$ cat src/rtl/key_grid_pkg.sv
// Shared types for the key grid encoder.
package key_grid_pkg;

    // States of the shared settle timer.
    typedef enum logic [1:0] {
        ST_IDLE    = 2'd0,  // no line active
        ST_PRESS   = 2'd1,  // lines active, waiting for a steady pattern
        ST_HELD    = 2'd2,  // pattern sampled, waiting for release
        ST_RELEASE = 2'd3   // all lines inactive, waiting for a quiet interval
    } settle_state_e;

endpackage

$ cat src/rtl/key_line_sync.sv
// Brings a vector of asynchronous key lines into the clock domain.
// Assumes: every bit is independent; STAGES >= 2 gives a fixed latency of
// STAGES rising edges.
module key_line_sync #(
    parameter int WIDTH  = 8,
    parameter int STAGES = 2
) (
    input  logic             clk,
    input  logic             rst_n,
    input  logic [WIDTH-1:0] lines_i,
    output logic [WIDTH-1:0] lines_o
);

    logic [WIDTH-1:0] stage_q [STAGES];

    generate
        for (genvar s = 0; s < STAGES; s++) begin : g_stage
            if (s == 0) begin : g_first
                // First flop samples the raw lines.
                always_ff @(posedge clk) begin
                    if (!rst_n) stage_q[0] <= '0;
                    else        stage_q[0] <= lines_i;
                end
            end else begin : g_next
                // Each later flop takes the stage before it.
                always_ff @(posedge clk) begin
                    if (!rst_n) stage_q[s] <= '0;
                    else        stage_q[s] <= stage_q[s-1];
                end
            end
        end
    endgenerate

    assign lines_o = stage_q[STAGES-1];

endmodule

$ cat src/rtl/key_onehot_index.sv
// Reports whether a line group has zero, exactly one or several lines
// active, and gives the index of the active line.
// Assumes: the index is meaningful only when single_o is high.
module key_onehot_index #(
    parameter int WIDTH = 8,
    parameter int IDX_W = (WIDTH > 1) ? $clog2(WIDTH) : 1
) (
    input  logic [WIDTH-1:0] lines_i,
    output logic [IDX_W-1:0] idx_o,
    output logic             none_o,
    output logic             single_o
);

    localparam int CNT_W = $clog2(WIDTH + 1);

    logic [CNT_W-1:0] active_cnt;

    // Count the active lines and record the position of the highest one.
    always_comb begin
        active_cnt = '0;
        idx_o      = '0;
        for (int i = 0; i < WIDTH; i++) begin
            if (lines_i[i]) begin
                active_cnt = active_cnt + 1'b1;
                idx_o      = IDX_W'(i);
            end
        end
    end

    // Turn the count into the two classification flags.
    always_comb begin
        none_o   = (active_cnt == '0);
        single_o = (active_cnt == CNT_W'(1));
    end

endmodule

$ cat src/rtl/key_settle_fsm.sv
// Shared settle timer for both key groups. It runs while the combined line
// pattern stays constant, pulses accept_o when the pattern has been steady
// for SETTLE_CYCLES cycles, and then requires an equally long quiet
// interval before it arms again.
// Assumes: the inputs are already synchronized; SETTLE_CYCLES >= 1.
module key_settle_fsm
    import key_grid_pkg::*;
#(
    parameter int LINES_W       = 22,
    parameter int SETTLE_CYCLES = 500000
) (
    input  logic               clk,
    input  logic               rst_n,
    input  logic [LINES_W-1:0] lines_i,
    output logic               accept_o
);

    localparam int            CNT_W = $clog2(SETTLE_CYCLES + 1);
    localparam logic [CNT_W-1:0] LAST = CNT_W'(SETTLE_CYCLES - 1);

    settle_state_e       state_q, state_d;
    logic [CNT_W-1:0]    cnt_q, cnt_d;
    logic [LINES_W-1:0]  prev_q;
    logic                any_active;
    logic                changed;

    // Detect activity and any change of pattern since the last cycle.
    always_comb begin
        any_active = |lines_i;
        changed    = (lines_i != prev_q);
    end

    // Next state, counter and accept pulse.
    always_comb begin
        state_d  = state_q;
        cnt_d    = cnt_q;
        accept_o = 1'b0;
        unique case (state_q)
            ST_IDLE: begin
                cnt_d = '0;
                if (any_active) state_d = ST_PRESS;
            end
            ST_PRESS: begin
                if (!any_active) begin
                    state_d = ST_IDLE;
                    cnt_d   = '0;
                end else if (changed) begin
                    cnt_d = '0;
                end else if (cnt_q == LAST) begin
                    accept_o = 1'b1;
                    state_d  = ST_HELD;
                    cnt_d    = '0;
                end else begin
                    cnt_d = cnt_q + 1'b1;
                end
            end
            ST_HELD: begin
                cnt_d = '0;
                if (!any_active) state_d = ST_RELEASE;
            end
            ST_RELEASE: begin
                if (any_active) begin
                    state_d = ST_HELD;
                    cnt_d   = '0;
                end else if (cnt_q == LAST) begin
                    state_d = ST_IDLE;
                    cnt_d   = '0;
                end else begin
                    cnt_d = cnt_q + 1'b1;
                end
            end
            default: begin
                state_d = ST_IDLE;
                cnt_d   = '0;
            end
        endcase
    end

    // Register the state, the counter and the previous pattern.
    always_ff @(posedge clk) begin
        if (!rst_n) begin
            state_q <= ST_IDLE;
            cnt_q   <= '0;
            prev_q  <= '0;
        end else begin
            state_q <= state_d;
            cnt_q   <= cnt_d;
            prev_q  <= lines_i;
        end
    end

    // once a pattern is accepted the timer waits for release.
    a_r7_accept_then_held: assert property (@(posedge clk) disable iff (!rst_n)
        accept_o |=> (state_q == ST_HELD));

    // a pattern change during the press window restarts the count.
    a_r5_restart_on_change: assert property (@(posedge clk) disable iff (!rst_n)
        (state_q == ST_PRESS && any_active && changed) |=> (cnt_q == '0));

    // lines dropping during the press window return the timer to idle.
    a_r5_drop_to_idle: assert property (@(posedge clk) disable iff (!rst_n)
        (state_q == ST_PRESS && !any_active) |=> (state_q == ST_IDLE));

    // activity during the quiet window goes back to held, never to idle.
    a_r7_quiet_broken: assert property (@(posedge clk) disable iff (!rst_n)
        (state_q == ST_RELEASE && any_active) |=> (state_q == ST_HELD));

endmodule

$ cat src/rtl/key_grid_encoder.sv
// Top of the key grid encoder. It synchronizes the grid and function lines,
// classifies the steady pattern, and, when the shared settle timer accepts
// a single-key pattern, latches its code and pulses the strobe.
// Assumes: the line groups are active high and hold statically while a
// key is down; the function index fits in the code width.
module key_grid_encoder #(
    parameter int NUM_COLS      = 8,
    parameter int NUM_ROWS      = 6,
    parameter int NUM_FKEYS     = 8,
    parameter int SYNC_STAGES   = 2,
    parameter int SETTLE_CYCLES = 500000
) (
    input  logic                                         clk,
    input  logic                                         rst_n,
    input  logic [NUM_COLS-1:0]                          col_lines_i,
    input  logic [NUM_ROWS-1:0]                          row_lines_i,
    input  logic [NUM_FKEYS-1:0]                         fn_lines_i,
    output logic [$clog2(NUM_COLS)+$clog2(NUM_ROWS)-1:0] key_code_o,
    output logic                                         fn_flag_o,
    output logic                                         key_strobe_o
);

    localparam int COL_IDX_W = $clog2(NUM_COLS);
    localparam int ROW_IDX_W = $clog2(NUM_ROWS);
    localparam int FN_IDX_W  = $clog2(NUM_FKEYS);
    localparam int CODE_W    = COL_IDX_W + ROW_IDX_W;
    localparam int LINES_W   = NUM_COLS + NUM_ROWS + NUM_FKEYS;

    logic [LINES_W-1:0]   raw_lines, sync_lines;
    logic [NUM_COLS-1:0]  col_s;
    logic [NUM_ROWS-1:0]  row_s;
    logic [NUM_FKEYS-1:0] fn_s;

    logic [COL_IDX_W-1:0] col_idx;
    logic [ROW_IDX_W-1:0] row_idx;
    logic [FN_IDX_W-1:0]  fn_idx;
    logic col_none, col_one, row_none, row_one, fn_none, fn_one;

    logic              grid_valid, fn_valid, accept;
    logic [CODE_W-1:0] next_code;
    logic [CODE_W-1:0] code_q;
    logic              fn_q, strobe_q;

    assign raw_lines = {col_lines_i, row_lines_i, fn_lines_i};

    key_line_sync #(
        .WIDTH  (LINES_W),
        .STAGES (SYNC_STAGES)
    ) u_sync (
        .clk     (clk),
        .rst_n   (rst_n),
        .lines_i (raw_lines),
        .lines_o (sync_lines)
    );

    assign {col_s, row_s, fn_s} = sync_lines;

    key_onehot_index #(.WIDTH(NUM_COLS), .IDX_W(COL_IDX_W)) u_col_idx (
        .lines_i  (col_s),
        .idx_o    (col_idx),
        .none_o   (col_none),
        .single_o (col_one)
    );

    key_onehot_index #(.WIDTH(NUM_ROWS), .IDX_W(ROW_IDX_W)) u_row_idx (
        .lines_i  (row_s),
        .idx_o    (row_idx),
        .none_o   (row_none),
        .single_o (row_one)
    );

    key_onehot_index #(.WIDTH(NUM_FKEYS), .IDX_W(FN_IDX_W)) u_fn_idx (
        .lines_i  (fn_s),
        .idx_o    (fn_idx),
        .none_o   (fn_none),
        .single_o (fn_one)
    );

    key_settle_fsm #(
        .LINES_W       (LINES_W),
        .SETTLE_CYCLES (SETTLE_CYCLES)
    ) u_settle (
        .clk      (clk),
        .rst_n    (rst_n),
        .lines_i  (sync_lines),
        .accept_o (accept)
    );

    // Classify the steady pattern and form the candidate code.
    always_comb begin
        grid_valid = col_one && row_one && fn_none;
        fn_valid   = fn_one && col_none && row_none;
        if (fn_valid) next_code = CODE_W'(fn_idx);
        else          next_code = {col_idx, row_idx};
    end

    // Latch the code and pulse the strobe when a single key is accepted.
    always_ff @(posedge clk) begin
        if (!rst_n) begin
            code_q   <= '0;
            fn_q     <= 1'b0;
            strobe_q <= 1'b0;
        end else begin
            strobe_q <= accept && (grid_valid || fn_valid);
            if (accept && (grid_valid || fn_valid)) begin
                code_q <= next_code;
                fn_q   <= fn_valid;
            end
        end
    end

    assign key_code_o   = code_q;
    assign fn_flag_o    = fn_q;
    assign key_strobe_o = strobe_q;

    // the strobe never lasts longer than one cycle.
    a_r4_strobe_one_cycle: assert property (@(posedge clk) disable iff (!rst_n)
        key_strobe_o |=> !key_strobe_o);

    // the code outputs move only together with a strobe.
    a_r8_code_moves_with_strobe: assert property (@(posedge clk) disable iff (!rst_n)
        (!$stable(key_code_o) || !$stable(fn_flag_o)) |-> key_strobe_o);

    // a strobe follows a cycle in which some line was active.
    a_r6_strobe_needs_activity: assert property (@(posedge clk) disable iff (!rst_n)
        key_strobe_o |-> $past(|sync_lines));

    // a function key code never carries grid column bits.
    a_r3_fn_code_upper_clear: assert property (@(posedge clk) disable iff (!rst_n)
        (key_strobe_o && fn_flag_o) |-> (key_code_o[CODE_W-1:FN_IDX_W] == '0));

endmodule

$ cat config.mk
export PLATFORM = sky130hd
export DESIGN_NAME = key_grid_encoder
export DESIGN_NICKNAME = d
export VERILOG_FILES = /design/src/rtl/key_grid_pkg.sv /design/src/rtl/key_line_sync.sv /design/src/rtl/key_onehot_index.sv /design/src/rtl/key_settle_fsm.sv /design/src/rtl/key_grid_encoder.sv
export SDC_FILE = /design/constraint.sdc
export NUM_CORES = 1
export LEC_CHECK = 0
export BUFFER_PORTS_ARGS = -buffer_cell sky130_fd_sc_hd__buf_4
export CAP_MARGIN = 25
export CORE_UTILIZATION = 40
export DETAILED_ROUTE_END_ITERATION = 12
export PLACE_DENSITY = 0.57
export SETUP_SLACK_MARGIN = 0.02
export SLEW_MARGIN = 5
export SYNTH_ARGS = -nofsm -noshare
export SYNTH_HDL_FRONTEND = slang
export SYNTH_SLANG_ARGS = --single-unit
$ cat constraint.sdc
create_clock -name clk -period 6.1 [get_ports clk]
set_input_delay 0.61 -clock clk [delete_from_list [all_inputs] [get_ports clk]]
set_output_delay 0.61 -clock clk [all_outputs]
set_load 0.03 [all_outputs]
==> flow_metrics.py <==
metrics = {
    "drt": {
        "avgViaCountPerCell": 4.922,
        "postRouteAntennaNets": 0,
        "drtIter0Drc": 175,
        "wl_per_cell_um": 12.88,
        "dr.pass1.iters": 4,
        "drc": 0,
        "vias": 3490,
        "wl_um": 9129,
    },
    "sta": {
        "fmax_mhz": 187.0,
        "fin_crit_ns": 5.347,
        "maxSlewHeadroom": 0.5022,
        "tns_ns": 0,
        "setup_viol_count_final": 0,
        "skew_ns": 0.007562,
        "drv_slew": 0,
        "final.period_utilization": 0.8766,
        "hold_violations": 0,
        "rsz0062_at_grt": "false",
        "worst_pin_slew_ns": 0.7459,
    },
    "global_routing": {
        "antenna_found_initial": 0,
        "grt_max_degree": 58,
        "grt_first_pass_wirelength_um": 15910,
        "grtUsageTotal": 0.1589,
        "globalRouteOverflowTotal": 0,
        "grt_pass1_vias": 3415,
    },
    "synthesis": {
        "yosys_warnings": 0,
        "synth_seq_cells": 95,
        "synthDistinctLibCells": 64,
        "synth_area_leader_cell": "dfxtp_1",
        "ys_seq_area_frac": 0.3885,
        "synthFlopType": "dfxtp_1",
        "ys_top_cells_by_count": "dfxtp_1 (95), nor2_1 (57), and2_1 (55)",
        "synth_edf_count": 0,
        "syn_inst": 543,
        "synth_most_common_cell": "dfxtp_1",
        "synth_nets": 590,
        "async_flop_share": 0,
        "netlist_area_um2": 4895,
        "synth.avg_cell_area_um2": 9.014,
        "synth_top_area_frac": 0.3885,
        "ys_top_cells_by_area": "dfxtp_1 (39%), and2_1 (7.0%), xnor2_1 (6.8%)",
    },
    "floorplan": {
        "fp-row-count": 40,
        "die-area_um2": 12680,
        "io_pins": 32,
        "coreArea_um2": 11960,
        "die_h_um": 112.6,
        "start_util": 0.4092,
        "die_w_um": 112.6,
    },
    "setup_path": {
        "end_kind": "register",
        "rr_worst_depth": 22,
        "cp_data_required_time_ns": 6.37,
        "crit_type": "reg2reg",
        "arrival_ns": 5.61,
        "worstPathMaxFanout": 8,
        "start_kind": "register",
    },
    "clock_network": {
        "clockBufferDepth": 2,
        "clockRootBuffer": "clkbuf_16",
        "clk_transition_reported_paths_ns": 0.07,
        "cts_buffers": 9,
        "ctsResizeCount": 0,
        "cts-hold-fix-buffers": 0,
        "cts.sinks": 95,
        "insertion_delay_ns": 0.34,
        "htree_levels": 3,
        "cts_tree": "yes",
        "cts_setup_buffers": 0,
    },
    "cells_and_area": {
        "syn2layout_area_growth_pct": 12.30,
        "fillCellCount": 1155,
        "antenna_cells": 0,
        "layout-drive-gt1-share": 0.1174,
        "nets": 604,
        "fin_cells": 709,
    },
    "power": {
        "p_leak_uw": 0.002206,
        "power.density_nw_per_um2": 261.0,
        "peakVddDrop_v": 0.0001331,
    },
    "min_path": {
        "whs_path_depth": 1,
        "hp-class": "reg2reg",
    },
    "placed_design": {
        "port-buffer-count": 31,
        "place_inst": 693,
        "gp_congestion": 0.8029,
        "hpwl_um": 6780,
    },
    "run": {
        "cap_viol_max_count": 0,
    },
    "outcome": {
        "outcome": "finished clean",
    },
}
[state kept, by name, summed over array words and instances, names as in the netlist, named ones only]
register,flops
key_code_o,6
u_settle.prev_q,22
u_settle.state_q,1
fn_flag_o,1
u_sync.stage_q,44
u_settle.cnt_q,19
key_strobe_o,1
[worst paths after layout]
kind	startpoint	end	slack (ns)
setup / recovery	u_sync.stage_q[1][15]	key_code_o[3]	0.75
hold / removal	u_sync.stage_q[0][4]	u_sync.stage_q[1][4]	0.43
setup reg to reg	u_sync.stage_q[1][15]	key_code_o[3]	0.75
hold reg to reg	u_sync.stage_q[0][4]	u_sync.stage_q[1][4]	0.43
[cell usage in the layout, fill, tap and decap left out, types with 3 or more instances in the layout]
master / netlist / layout
dfxtp_1: 95 / 95
nor2_1: 57 / 57
and2_1: 55 / 55
nand2_1: 41 / 41
xnor2_1: 38 / 38
buf_4: 4 / 31
inv_1: 27 / 27
ha_1: 23 / 23
xor2_1: 22 / 22
nand3_1: 18 / 18
nand4_1: 14 / 14
o21ai_0: 13 / 13
a21oi_1: 13 / 13
clkbuf_16: 0 / 9
nor3_1: 8 / 8
and3_1: 6 / 6
or2_2: 5 / 5
xnor3_1: 5 / 5
nor4_1: 5 / 5
and4_1: 5 / 5
o211ai_1: 4 / 4
mux2i_1: 4 / 4
o31ai_1: 3 / 3
a211o_1: 3 / 3
inv_6: 0 / 3
[worst max-delay path, cell delays in order (launching register included)]
cell	delay, ns
dfxtp_1	0.39
inv_1	0.10
ha_1	0.39
xor2_1	0.18
ha_1	0.34
nand2_1	0.10
o21ai_0	0.13
ha_1	0.36
mux2_2	0.29
ha_1	0.30
inv_1	0.08
a22o_1	0.20
nand2_1	0.08
ha_1	0.29
nor2_1	0.13
a31oi_1	0.06
ha_1	0.29
a222oi_1	0.27
nand4_1	0.18
nor2_1	0.16
nand4_1	0.25
or4_1	0.57
a21oi_1	0.14
[metal layers]
layer,GRT usage,wire length (um),vias to the layer above,part of all wire
li1,-,-,1864,-
met1,0.2036,4531,1565,0.50
met2,0.2572,4138,48,0.45
met3,0.03780,304,13,0.033
met4,0.06400,154,0,0.017
met5,0,0,-,0
[per-stage QoR]
stage / power [uW] / setup WS (ns) / util / cell area [um2] / hold slack [ns]
6_report: 1435 / 0.7528 / 0.4595 / 5497 / 0.4309
3_5_place_dp: 867.8 / 0.7723 / 0.4333 / 5182 / 0.4196
2_1_floorplan: 822.1 / 1.278 / - / 4895 / 0.4119
4_1_cts: 1458 / 0.7202 / 0.4595 / 5497 / 0.4351
3_3_place_gp: 862.1 / 0.9671 / 0.4333 / 5182 / 0.4164
5_1_grt: 1512 / 0.2436 / 0.4595 / 5497 / 0.4407
[final cells by class]
cell class | count | area [um2] | share of cell area
clock buffer | 11 | 252.7 | 0.04598
clock inverter | 5 | 61.31 | 0.01115
inverter | 29 | 108.9 | 0.01980
multi-input combinational | 391 | 2755 | 0.5013
sequential | 95 | 1902 | 0.3460
tap | 147 | 183.9 | 0.03346
timing repair buffer | 31 | 232.7 | 0.04234
[logic make-up (layout without fill, tap and decap cells)]
kind of cell	after synthesis	count (layout)	share of synthesized area
compound gates	63	63	0.09228
xor+xnor	71	71	0.1552
fa+ha+maj	23	23	0.05879
buf+inv	57	76	0.04857
flops	95	95	0.3885
mux	5	5	0.01048
simple gates	229	229	0.2462
[power breakdown]
group / total [uW] / leakage, uW / switching (uW) / internal, uW
logic: 195 / 0.00127 / 103 / 92.0
clock network: 582 / 0.000157 / 239 / 344
registers: 657 / 0.000777 / 18.8 / 638
total: 1430 / 0.00221 / 361 / 1070
Power figures use the tool's default switching activity.
